**src/rtl/sync_slave_rx_pkg.sv**
```systemverilog
package sync_slave_rx_pkg;

   localparam int unsigned BUS_W  = 8;
   localparam int unsigned ADDR_W = 2;

   localparam logic [ADDR_W-1:0] ADR_CTRL = 2'd0;
   localparam logic [ADDR_W-1:0] ADR_STAT = 2'd1;
   localparam logic [ADDR_W-1:0] ADR_DATA = 2'd2;

   localparam int unsigned ST_READY = 0;
   localparam int unsigned ST_OVR   = 1;
   localparam int unsigned ST_NINTH = 7;

   // packed MSB first: field order gives bit6 .. bit0
   typedef struct packed {
      logic irq_en;      // bit6
      logic single_req;  // bit5
      logic rx_on;       // bit4
      logic wide9;       // bit3
      logic clk_master;  // bit2
      logic sync_mode;   // bit1
      logic port_en;     // bit0
   } ctrl_t;

   localparam int unsigned CTRL_W = $bits(ctrl_t);

endpackage

```
**src/rtl/sync_slave_rx_sync.sv**
```systemverilog
module sync_slave_rx_sync #(
   parameter int unsigned WIDTH  = 2,
   parameter int unsigned STAGES = 2
) (
   input  logic             clk,
   input  logic             rst_n,
   input  logic [WIDTH-1:0] async_i,
   output logic [WIDTH-1:0] sync_o
);

   if (STAGES < 2) begin : g_bad_stages
      $error("sync_slave_rx_sync: STAGES must be at least 2");
   end

   for (genvar b = 0; b < WIDTH; b++) begin : g_bit
      logic [STAGES-1:0] chain_q;
      always_ff @(posedge clk or negedge rst_n) begin
         if (!rst_n) chain_q <= '0;
         else        chain_q <= {chain_q[STAGES-2:0], async_i[b]};
      end
      assign sync_o[b] = chain_q[STAGES-1];
   end

endmodule

```
**src/rtl/sync_slave_rx_shift.sv**
```systemverilog
module sync_slave_rx_shift #(
   parameter int unsigned WORD_W = 8
) (
   input  logic              clk,
   input  logic              rst_n,
   input  logic              active_i,
   input  logic              wide_i,
   input  logic              sck_s_i,
   input  logic              sdi_s_i,
   output logic              done_o,
   output logic [WORD_W:0]   word_o,
   output logic [$clog2(WORD_W+2)-1:0] cnt_o
);

   localparam int unsigned MAX_W = WORD_W + 1;
   localparam int unsigned CNT_W = $clog2(WORD_W + 2);

   if (WORD_W < 2) begin : g_bad_word
      $error("sync_slave_rx_shift: WORD_W must be at least 2");
   end

   logic             sck_q;
   logic             fall;
   logic [MAX_W-1:0] sh_q;
   logic [MAX_W-1:0] sh_next;
   logic [CNT_W-1:0] cnt_q;
   logic [CNT_W-1:0] last_idx;
   logic             last_bit;

   assign fall     = sck_q & ~sck_s_i;
   assign sh_next  = {sdi_s_i, sh_q[MAX_W-1:1]};
   assign last_idx = wide_i ? CNT_W'(MAX_W - 1) : CNT_W'(WORD_W - 1);
   assign last_bit = (cnt_q == last_idx);

   always_ff @(posedge clk or negedge rst_n) begin
      if (!rst_n) sck_q <= 1'b0;
      else        sck_q <= sck_s_i;
   end

   always_ff @(posedge clk or negedge rst_n) begin
      if (!rst_n) begin
         sh_q   <= '0;
         cnt_q  <= '0;
         done_o <= 1'b0;
         word_o <= '0;
      end else begin
         done_o <= 1'b0;
         if (!active_i) begin
            cnt_q <= '0;
         end else if (fall) begin
            sh_q <= sh_next;
            if (last_bit) begin
               cnt_q  <= '0;
               done_o <= 1'b1;
               if (wide_i) word_o <= sh_next;
               else        word_o <= {1'b0, sh_next[MAX_W-1:1]};
            end else begin
               cnt_q <= cnt_q + 1'b1;
            end
         end
      end
   end

   assign cnt_o = cnt_q;

endmodule

```
**src/rtl/sync_slave_rx_regs.sv**
```systemverilog
module sync_slave_rx_regs
   import sync_slave_rx_pkg::*;
#(
   parameter int unsigned WORD_W = 8
) (
   input  logic              clk,
   input  logic              rst_n,
   input  logic [ADDR_W-1:0] bus_addr,
   input  logic              bus_we,
   input  logic              bus_re,
   input  logic [BUS_W-1:0]  bus_wdata,
   output logic [BUS_W-1:0]  bus_rdata,
   input  logic              done_i,
   input  logic [WORD_W:0]   word_i,
   output ctrl_t             ctrl_o,
   output logic              ready_o,
   output logic              ovr_o,
   output logic [WORD_W-1:0] data_o
);

   if (WORD_W != BUS_W) begin : g_bad_width
      $error("sync_slave_rx_regs: WORD_W must equal the bus width");
   end

   ctrl_t             ctrl_q;
   logic              ready_q;
   logic              ovr_q;
   logic              ninth_q;
   logic [WORD_W-1:0] data_q;
   logic              wr_ctrl;
   logic              rd_data;
   logic              rx_off;
   logic              load;
   ctrl_t             wctrl;

   assign wctrl   = ctrl_t'(bus_wdata[CTRL_W-1:0]);
   assign wr_ctrl = bus_we && (bus_addr == ADR_CTRL);
   assign rd_data = bus_re && (bus_addr == ADR_DATA);
   assign rx_off  = wr_ctrl ? !wctrl.rx_on : !ctrl_q.rx_on;
   assign load    = done_i && (!ready_q || rd_data) && !ovr_q;

   always_ff @(posedge clk or negedge rst_n) begin
      if (!rst_n)       ctrl_q <= '0;
      else if (wr_ctrl) ctrl_q <= wctrl;
   end

   always_ff @(posedge clk or negedge rst_n) begin
      if (!rst_n) begin
         ready_q <= 1'b0;
         ovr_q   <= 1'b0;
         ninth_q <= 1'b0;
         data_q  <= '0;
      end else begin
         if (load) begin
            data_q  <= word_i[WORD_W-1:0];
            ninth_q <= word_i[WORD_W];
            ready_q <= 1'b1;
         end else if (rd_data) begin
            ready_q <= 1'b0;
         end
         if (rx_off)
            ovr_q <= 1'b0;
         else if (done_i && ready_q && !rd_data)
            ovr_q <= 1'b1;
      end
   end

   always_comb begin
      bus_rdata = '0;
      unique case (bus_addr)
         ADR_CTRL: bus_rdata[CTRL_W-1:0] = ctrl_q;
         ADR_STAT: begin
            bus_rdata[ST_READY] = ready_q;
            bus_rdata[ST_OVR]   = ovr_q;
            bus_rdata[ST_NINTH] = ninth_q;
         end
         ADR_DATA: bus_rdata = data_q;
         default:  bus_rdata = '0;
      endcase
   end

   assign ctrl_o  = ctrl_q;
   assign ready_o = ready_q;
   assign ovr_o   = ovr_q;
   assign data_o  = data_q;

endmodule

```
**src/rtl/sync_slave_rx.sv**
```systemverilog
module sync_slave_rx
   import sync_slave_rx_pkg::*;
#(
   parameter int unsigned WORD_W      = 8,
   parameter int unsigned SYNC_STAGES = 2
) (
   input  logic              clk,
   input  logic              rst_n,
   input  logic              ser_clk_i,
   input  logic              ser_dat_i,
   input  logic              sleep_i,
   input  logic [ADDR_W-1:0] bus_addr,
   input  logic              bus_we,
   input  logic              bus_re,
   input  logic [BUS_W-1:0]  bus_wdata,
   output logic [BUS_W-1:0]  bus_rdata,
   output logic              irq_o,
   output logic              wake_o
);

   localparam int unsigned CNT_W = $clog2(WORD_W + 2);

   logic [1:0]        ser_s;
   logic              active;
   logic              word_done;
   logic [WORD_W:0]   word;
   logic [CNT_W-1:0]  bit_cnt;
   ctrl_t             ctrl;
   logic              ready;
   logic              ovr;
   logic [WORD_W-1:0] data_q;

   sync_slave_rx_sync #(.WIDTH(2), .STAGES(SYNC_STAGES)) u_sync (
      .clk     (clk),
      .rst_n   (rst_n),
      .async_i ({ser_dat_i, ser_clk_i}),
      .sync_o  (ser_s)
   );

   assign active = ctrl.port_en && ctrl.sync_mode && !ctrl.clk_master && ctrl.rx_on;

   sync_slave_rx_shift #(.WORD_W(WORD_W)) u_shift (
      .clk      (clk),
      .rst_n    (rst_n),
      .active_i (active),
      .wide_i   (ctrl.wide9),
      .sck_s_i  (ser_s[0]),
      .sdi_s_i  (ser_s[1]),
      .done_o   (word_done),
      .word_o   (word),
      .cnt_o    (bit_cnt)
   );

   sync_slave_rx_regs #(.WORD_W(WORD_W)) u_regs (
      .clk       (clk),
      .rst_n     (rst_n),
      .bus_addr  (bus_addr),
      .bus_we    (bus_we),
      .bus_re    (bus_re),
      .bus_wdata (bus_wdata),
      .bus_rdata (bus_rdata),
      .done_i    (word_done),
      .word_i    (word),
      .ctrl_o    (ctrl),
      .ready_o   (ready),
      .ovr_o     (ovr),
      .data_o    (data_q)
   );

   assign irq_o  = ready && ctrl.irq_en;
   assign wake_o = irq_o && sleep_i;

endmodule

```
**config.mk**
```make
export PLATFORM = sky130hd
export DESIGN_NAME = sync_slave_rx
export DESIGN_NICKNAME = d
export VERILOG_FILES = /design/src/rtl/sync_slave_rx_pkg.sv /design/src/rtl/sync_slave_rx_sync.sv /design/src/rtl/sync_slave_rx_shift.sv /design/src/rtl/sync_slave_rx_regs.sv /design/src/rtl/sync_slave_rx.sv
export SDC_FILE = /design/constraint.sdc
export NUM_CORES = 1
export LEC_CHECK = 0
export ABC_AREA = 1
export BUFFER_PORTS_ARGS = -buffer_cell sky130_fd_sc_hd__buf_2
export CAP_MARGIN = 5
export CORE_MARGIN = 4
export CORE_UTILIZATION = 50
export CTS_CLUSTER_SIZE = 12
export DETAILED_ROUTE_END_ITERATION = 12
export GPL_TIMING_DRIVEN = 0
export PLACE_DENSITY = 0.73
export SLEW_MARGIN = 20
export SYNTH_ARGS = -nofsm -noshare
export SYNTH_HDL_FRONTEND = slang
export SYNTH_SLANG_ARGS = --single-unit
export TNS_END_PERCENT = 5
```
**constraint.sdc**
```tcl
create_clock -name clk -period 1.21 [get_ports clk]
set_input_delay 0.0605 -clock clk [delete_from_list [all_inputs] [get_ports clk]]
set_output_delay 0.0605 -clock clk [all_outputs]
set_load 0.01 [all_outputs]
```
### Word level (Yosys, flattened, before mapping)

Cells that the tools add are included.

* bits in registers: 46
* input port bits: 17
* word-level logic and storage cells: 64

* $add $sub $neg: 1
* equality and inequality tests: 4
* multiplexer cells: 16
* bitwise gates (word level): 2
* reductions and logical operators: 23

Operator list (count)
* two-way mux 4 bit: 4
* logical AND 1 bit: 11
* case mux 5 bit (2 select lines): 1
* two-way mux 9 bit: 1
* two-way mux 1 bit: 8
* zero test 1 bit: 6
* case mux 2 bit (3 select lines): 1
* adder 4 x 1 -> 4 bit, second input constant: 1
* equality test 4 bit: 1
* nonzero test 2 bit: 2
* AND reduction 3 bit: 1
* equality test 2 x 1 -> 1 bit, second input constant: 1
* equality test 2 bit, second input constant: 1
* zero test 2 bit: 1
* != test 2 bit, second input constant: 1
* case mux 1 bit (2 select lines): 1
* AND reduction 2 bit: 1
* AND 1 bit: 1
* logical OR 1 bit: 1
* inverter 1 bit: 1

### Logic depth before layout (Yosys ltp)

* depth after elaboration: 6
* depth in mapped cells: 8
* gate-level depth less buffers: 7

### Cells and area by module

From an unflattened synthesis, not the netlist that was laid out.

* cells, all modules: 254
* area total of the unflattened synthesis: 2178.3 µm²

By module, submodules not included
* sync_slave_rx_shift: instances 1, cells an instance 129, area an instance 1078.5 µm², seq. area each 575.6 µm²
* sync_slave_rx_regs: instances 1, cells an instance 111, area an instance 949.7 µm², seq. area each 450.4 µm²
* sync_slave_rx_sync: instances 1, cells an instance 6, area an instance 115.1 µm², seq. area each 100.1 µm²
* sync_slave_rx: instances 1, cells an instance 8, area an instance 35.0 µm², seq. area each 0.0 µm²

### Worst setup path before layout

Ideal clock, no wire load.

* path type: reg-to-reg
* start point: register u_regs.ctrl_q (netlist bit u_regs.ctrl_o[2])
* end point: register u_shift.sh_q[2]
* setup time: 0.117 ns
* arrival time: 1.021 ns
* data required time: 1.093 ns
* setup slack: 0.071 ns
* stages on the path, launching flop included: 8
* buffers on the path: 1
* clock period less this slack: 1.139 ns
* path through: dfrtp_1 > inv_1 > nand2_1 > nor2_1 > nand2_2 > buf_4 > nand2_1 > o21ai_2

* cells in the longest elaborated chain, start to end: 4

RTL lines
* from (decl): RTL line sync_slave_rx_regs.sv:25 `ctrl_t ctrl_q;`
* from (signal assigned): RTL line sync_slave_rx_regs.sv:44 `else if (wr_ctrl) ctrl_q <= wctrl;`
* zero test 1 bit: RTL line sync_slave_rx.sv:40 `assign active = ctrl.port_en && ctrl.sync_mode && !ctrl.clk_master && ctrl.rx_on;`
* logical AND 1 bit (2 in a row): RTL line sync_slave_rx.sv:40
* AND reduction 2 bit (no source line)
* to (signal assigned): RTL line sync_slave_rx_shift.sv:51 `sh_q <= sh_next;`
* to (decl): RTL line sync_slave_rx_shift.sv:24 `logic [MAX_W-1:0] sh_q;`

No other way between the ends.
A chain may end at the register's enable or synchronous reset.

### Final worst setup path

* start point: register u_regs.ctrl_q (netlist bit u_regs.ctrl_o[2])
* end point: register u_shift.word_o[5]

* cells in the longest elaborated chain, start to end: 4

RTL lines
* zero test 1 bit: RTL line sync_slave_rx.sv:40
* logical AND 1 bit (2 in a row): RTL line sync_slave_rx.sv:40
* AND reduction 3 bit (no source line)
* to (signal assigned): RTL line sync_slave_rx_shift.sv:55 `if (wide_i) word_o <= sh_next;`
* to (signal assigned): RTL line sync_slave_rx_shift.sv:56 `else word_o <= {1'b0, sh_next[MAX_W-1:1]};`
* to (decl): RTL line sync_slave_rx_shift.sv:11 `output logic [WORD_W:0] word_o,`

No other way between the ends.

==> results.sh <==
export IMPL_drive_gt1_share_pct=26.4
export IMPL_buffer_ports_inserted=25
export IMPL_htree_levels=2
export IMPL_syn_area_um2=2150
export IMPL_routed_via_density=4.89
export IMPL_power_density_nw_per_um2=1220
export IMPL_r2r_slack_ps=-20
export IMPL_placed_area_um2=2340
export IMPL_die_y_um=73.6
export IMPL_yosysSeqAreaShare_pct=52.3
export IMPL_gr_total_overflow=0
export IMPL_fp_dieArea_um2=5420
export IMPL_outcome="finished with violations"
export IMPL_clk_transition_reported_paths_ps=90
export IMPL_clk_latency_ps=300
export IMPL_synth_area_leaders="dfrtp_1 (52%), nand2_1 (13%), inv_1 (6.6%)"
export IMPL_grtUsageTotal_pct=17.0
export IMPL_crit_path_end_kind="flip-flop"
export IMPL_design_area_um2=2630
export IMPL_cts_sinks=45
export IMPL_worstRegToRegCells=6
export IMPL_core_um2=4090
export IMPL_finalNonFillerCells=349
export IMPL_tritoncts="yes"
export IMPL_layout_common_cells="nand2_1 (69), dfrtp_1 (43), inv_1 (36)"
export IMPL_worst_ir_drop_vdd_uv=1170
export IMPL_first_pass_iters=4
export IMPL_grt_max_degree=46
export IMPL_path_class="flip-flop to flip-flop"
export IMPL_syn_nets=274
export IMPL_rsz0062_at_grt="yes"
export IMPL_arrival_ps=1460
export IMPL_critPathRequiredTime_ps=1450
export IMPL_p_leak_nw=1.34
export IMPL_cts_buffer_depth=2
export IMPL_drc=0
export IMPL_timing_rr_start="u_regs.ctrl_o[2]"
export IMPL_hold_depth=3
export IMPL_setup_viol=6
export IMPL_period_share_pct=101
export IMPL_syn_instance_count=252
export IMPL_hold_path_class="input pin to flip-flop"
export IMPL_drtIter0Drc=88
export IMPL_wl_per_cell_um=12.1
export IMPL_ant_nets=0
export IMPL_rows=23
export IMPL_worst_slew_pin_slew_ps=449
export IMPL_whs_ps=7.86
export IMPL_grt_pass1_wl_um=7020
export IMPL_cts_buffers=5
export IMPL_dp_slack_ps=-101
export IMPL_hp_start="bus_wdata[0]"
export IMPL_finalHoldViolCount=0
export IMPL_syn_avg_cell_area_um2=8.54
export IMPL_crit_fanout=5
export IMPL_yosys_area_top_type="dfrtp_1"
export IMPL_ios=27
export IMPL_gp_congestion=0.822
export IMPL_worstSetupStartpointType="flip-flop"
export IMPL_vias=1706
export IMPL_fmax_ghz=0.816
export IMPL_reg2reg_to="u_shift.word_o[5]"
export IMPL_whs_endpoint="u_regs.ctrl_o[0]"
export IMPL_start_util_pct=52.7
export IMPL_total_power_mw=3.20
export IMPL_slew_limit_headroom_pct=70.0
export IMPL_fin_crit_ps=1230
export IMPL_cts_root_buffer="clkbuf_8"
export IMPL_routed_wl_um=4210
export IMPL_worst_slack_ps=-15.2
export IMPL_synth_top_area_share_pct=52.3
export IMPL_layout_commonest_cell="nand2_1"
export IMPL_antennaDiodeCount=0
export IMPL_synthDistinctLibCells=27
export IMPL_antenna_found_initial=0
export IMPL_violations="setup timing"
export IMPL_ys_ff_latch=45
export IMPL_area_delta_synth_final_pct=22.0
export IMPL_drv_cap=0
export IMPL_yosysWarnings=0
export IMPL_slew_viol_final=0
export IMPL_fin_tns_setup_ps=-45.6
export IMPL_dp_cells=327
export IMPL_post_dp_hpwl_um=2910
export IMPL_nNetsFinal=320
export IMPL_first_global_vias=1590
export IMPL_utilization_pct=64.3
export IMPL_die_width_um=73.6
export IMPL_finalClockSkew_ps=10.5
==> worst max path at each step <==
stage	from	endpoint	slack, ps	depth (start not counted)
after detailed placement	bus_addr[0]	u_regs.data_o[0]	-100	9
final	u_regs.ctrl_o[2]	u_shift.word_o[5]	-20	6
after global routing	u_regs.ctrl_o[2]	u_shift.word_o[6]	-110	6
after global placement	bus_addr[0]	u_regs.data_o[5]	-70	9
after CTS	u_regs.ctrl_o[2]	u_shift.sh_q[2]	-0.9	7
after floorplan	u_regs.ctrl_o[2]	u_shift.sh_q[2]	70	7
==> Yosys cell counts, drive strengths merged <==
master / n
a21boi: 1
a21oi: 5
a22o: 1
buf: 7
clkbuf: 1
dfrtp: 45
ha: 5
inv: 40
mux2: 2
nand2: 78
nand3: 16
nand3b: 1
nand4: 2
nor2: 13
o211ai: 1
o21ai: 32
o21bai: 1
xor2: 1
==> critical path: stages (launching register included) <==
cell and delay [ps]:
dfrtp_1 410, nor2_2 150, nand2_2 80, nor2_4 210, buf_4 170, nand3_1 80
nand2_1 70
==> where the power goes <==
group | total, mW | switching [mW] | internal, mW
Combinational | 0.411 | 0.245 | 0.166
Clock | 1.16 | 0.487 | 0.673
Sequential | 1.63 | 0.0521 | 1.58
==> metal layers <==
layer | vias to the layer above | wire length, um | GRT usage (%)
met5 | - | 0 | 0
met4 | 0 | 87 | 8.45
met3 | 7 | 182 | 2.87
met2 | 38 | 2070 | 28.1
met1 | 783 | 1870 | 21.4
li1 | 878 | - | -
==> timing repair <==
item                                    in CTS  in global routing
hold buffers                                 5                  0
pin swaps                                    2                  7
resized for setup                            5                 13
hold endpoints to repair                    49                  0
endpoints found under the setup margin      17                 23
cloned                                       0                  2
setup buffers                                3                  3
==> kinds of logic after synthesis <==
kind of cell	share of synthesized area, %
flops	52.3
fa+ha+maj	2.91
compound gates	11.5
xor+xnor	0.407
simple gates	22.2
mux	1.05
buf+inv	9.71
==> cell type report <==
type | instances | area (um^2)
multi-input cells | 159 | 843
well taps | 50 | 62.6
fillers | 368 | 1460
flip-flops and latches | 45 | 1130
repair buffers | 39 | 259
plain buffers | 8 | 66.3
inverters | 40 | 150
clock buffers | 7 | 86.3
clock inverters | 1 | 30.0
==> registers in the layout, summed over array words and instances (netlist names), 4 cells and up <==
signal and count:
u_shift.sh_q 8, u_sync.g_bit.chain_q 4, u_shift.cnt_o 4, u_regs.data_o 8, u_regs.ctrl_o 7, u_shift.word_o 9
Power figures use the tool's default switching activity.
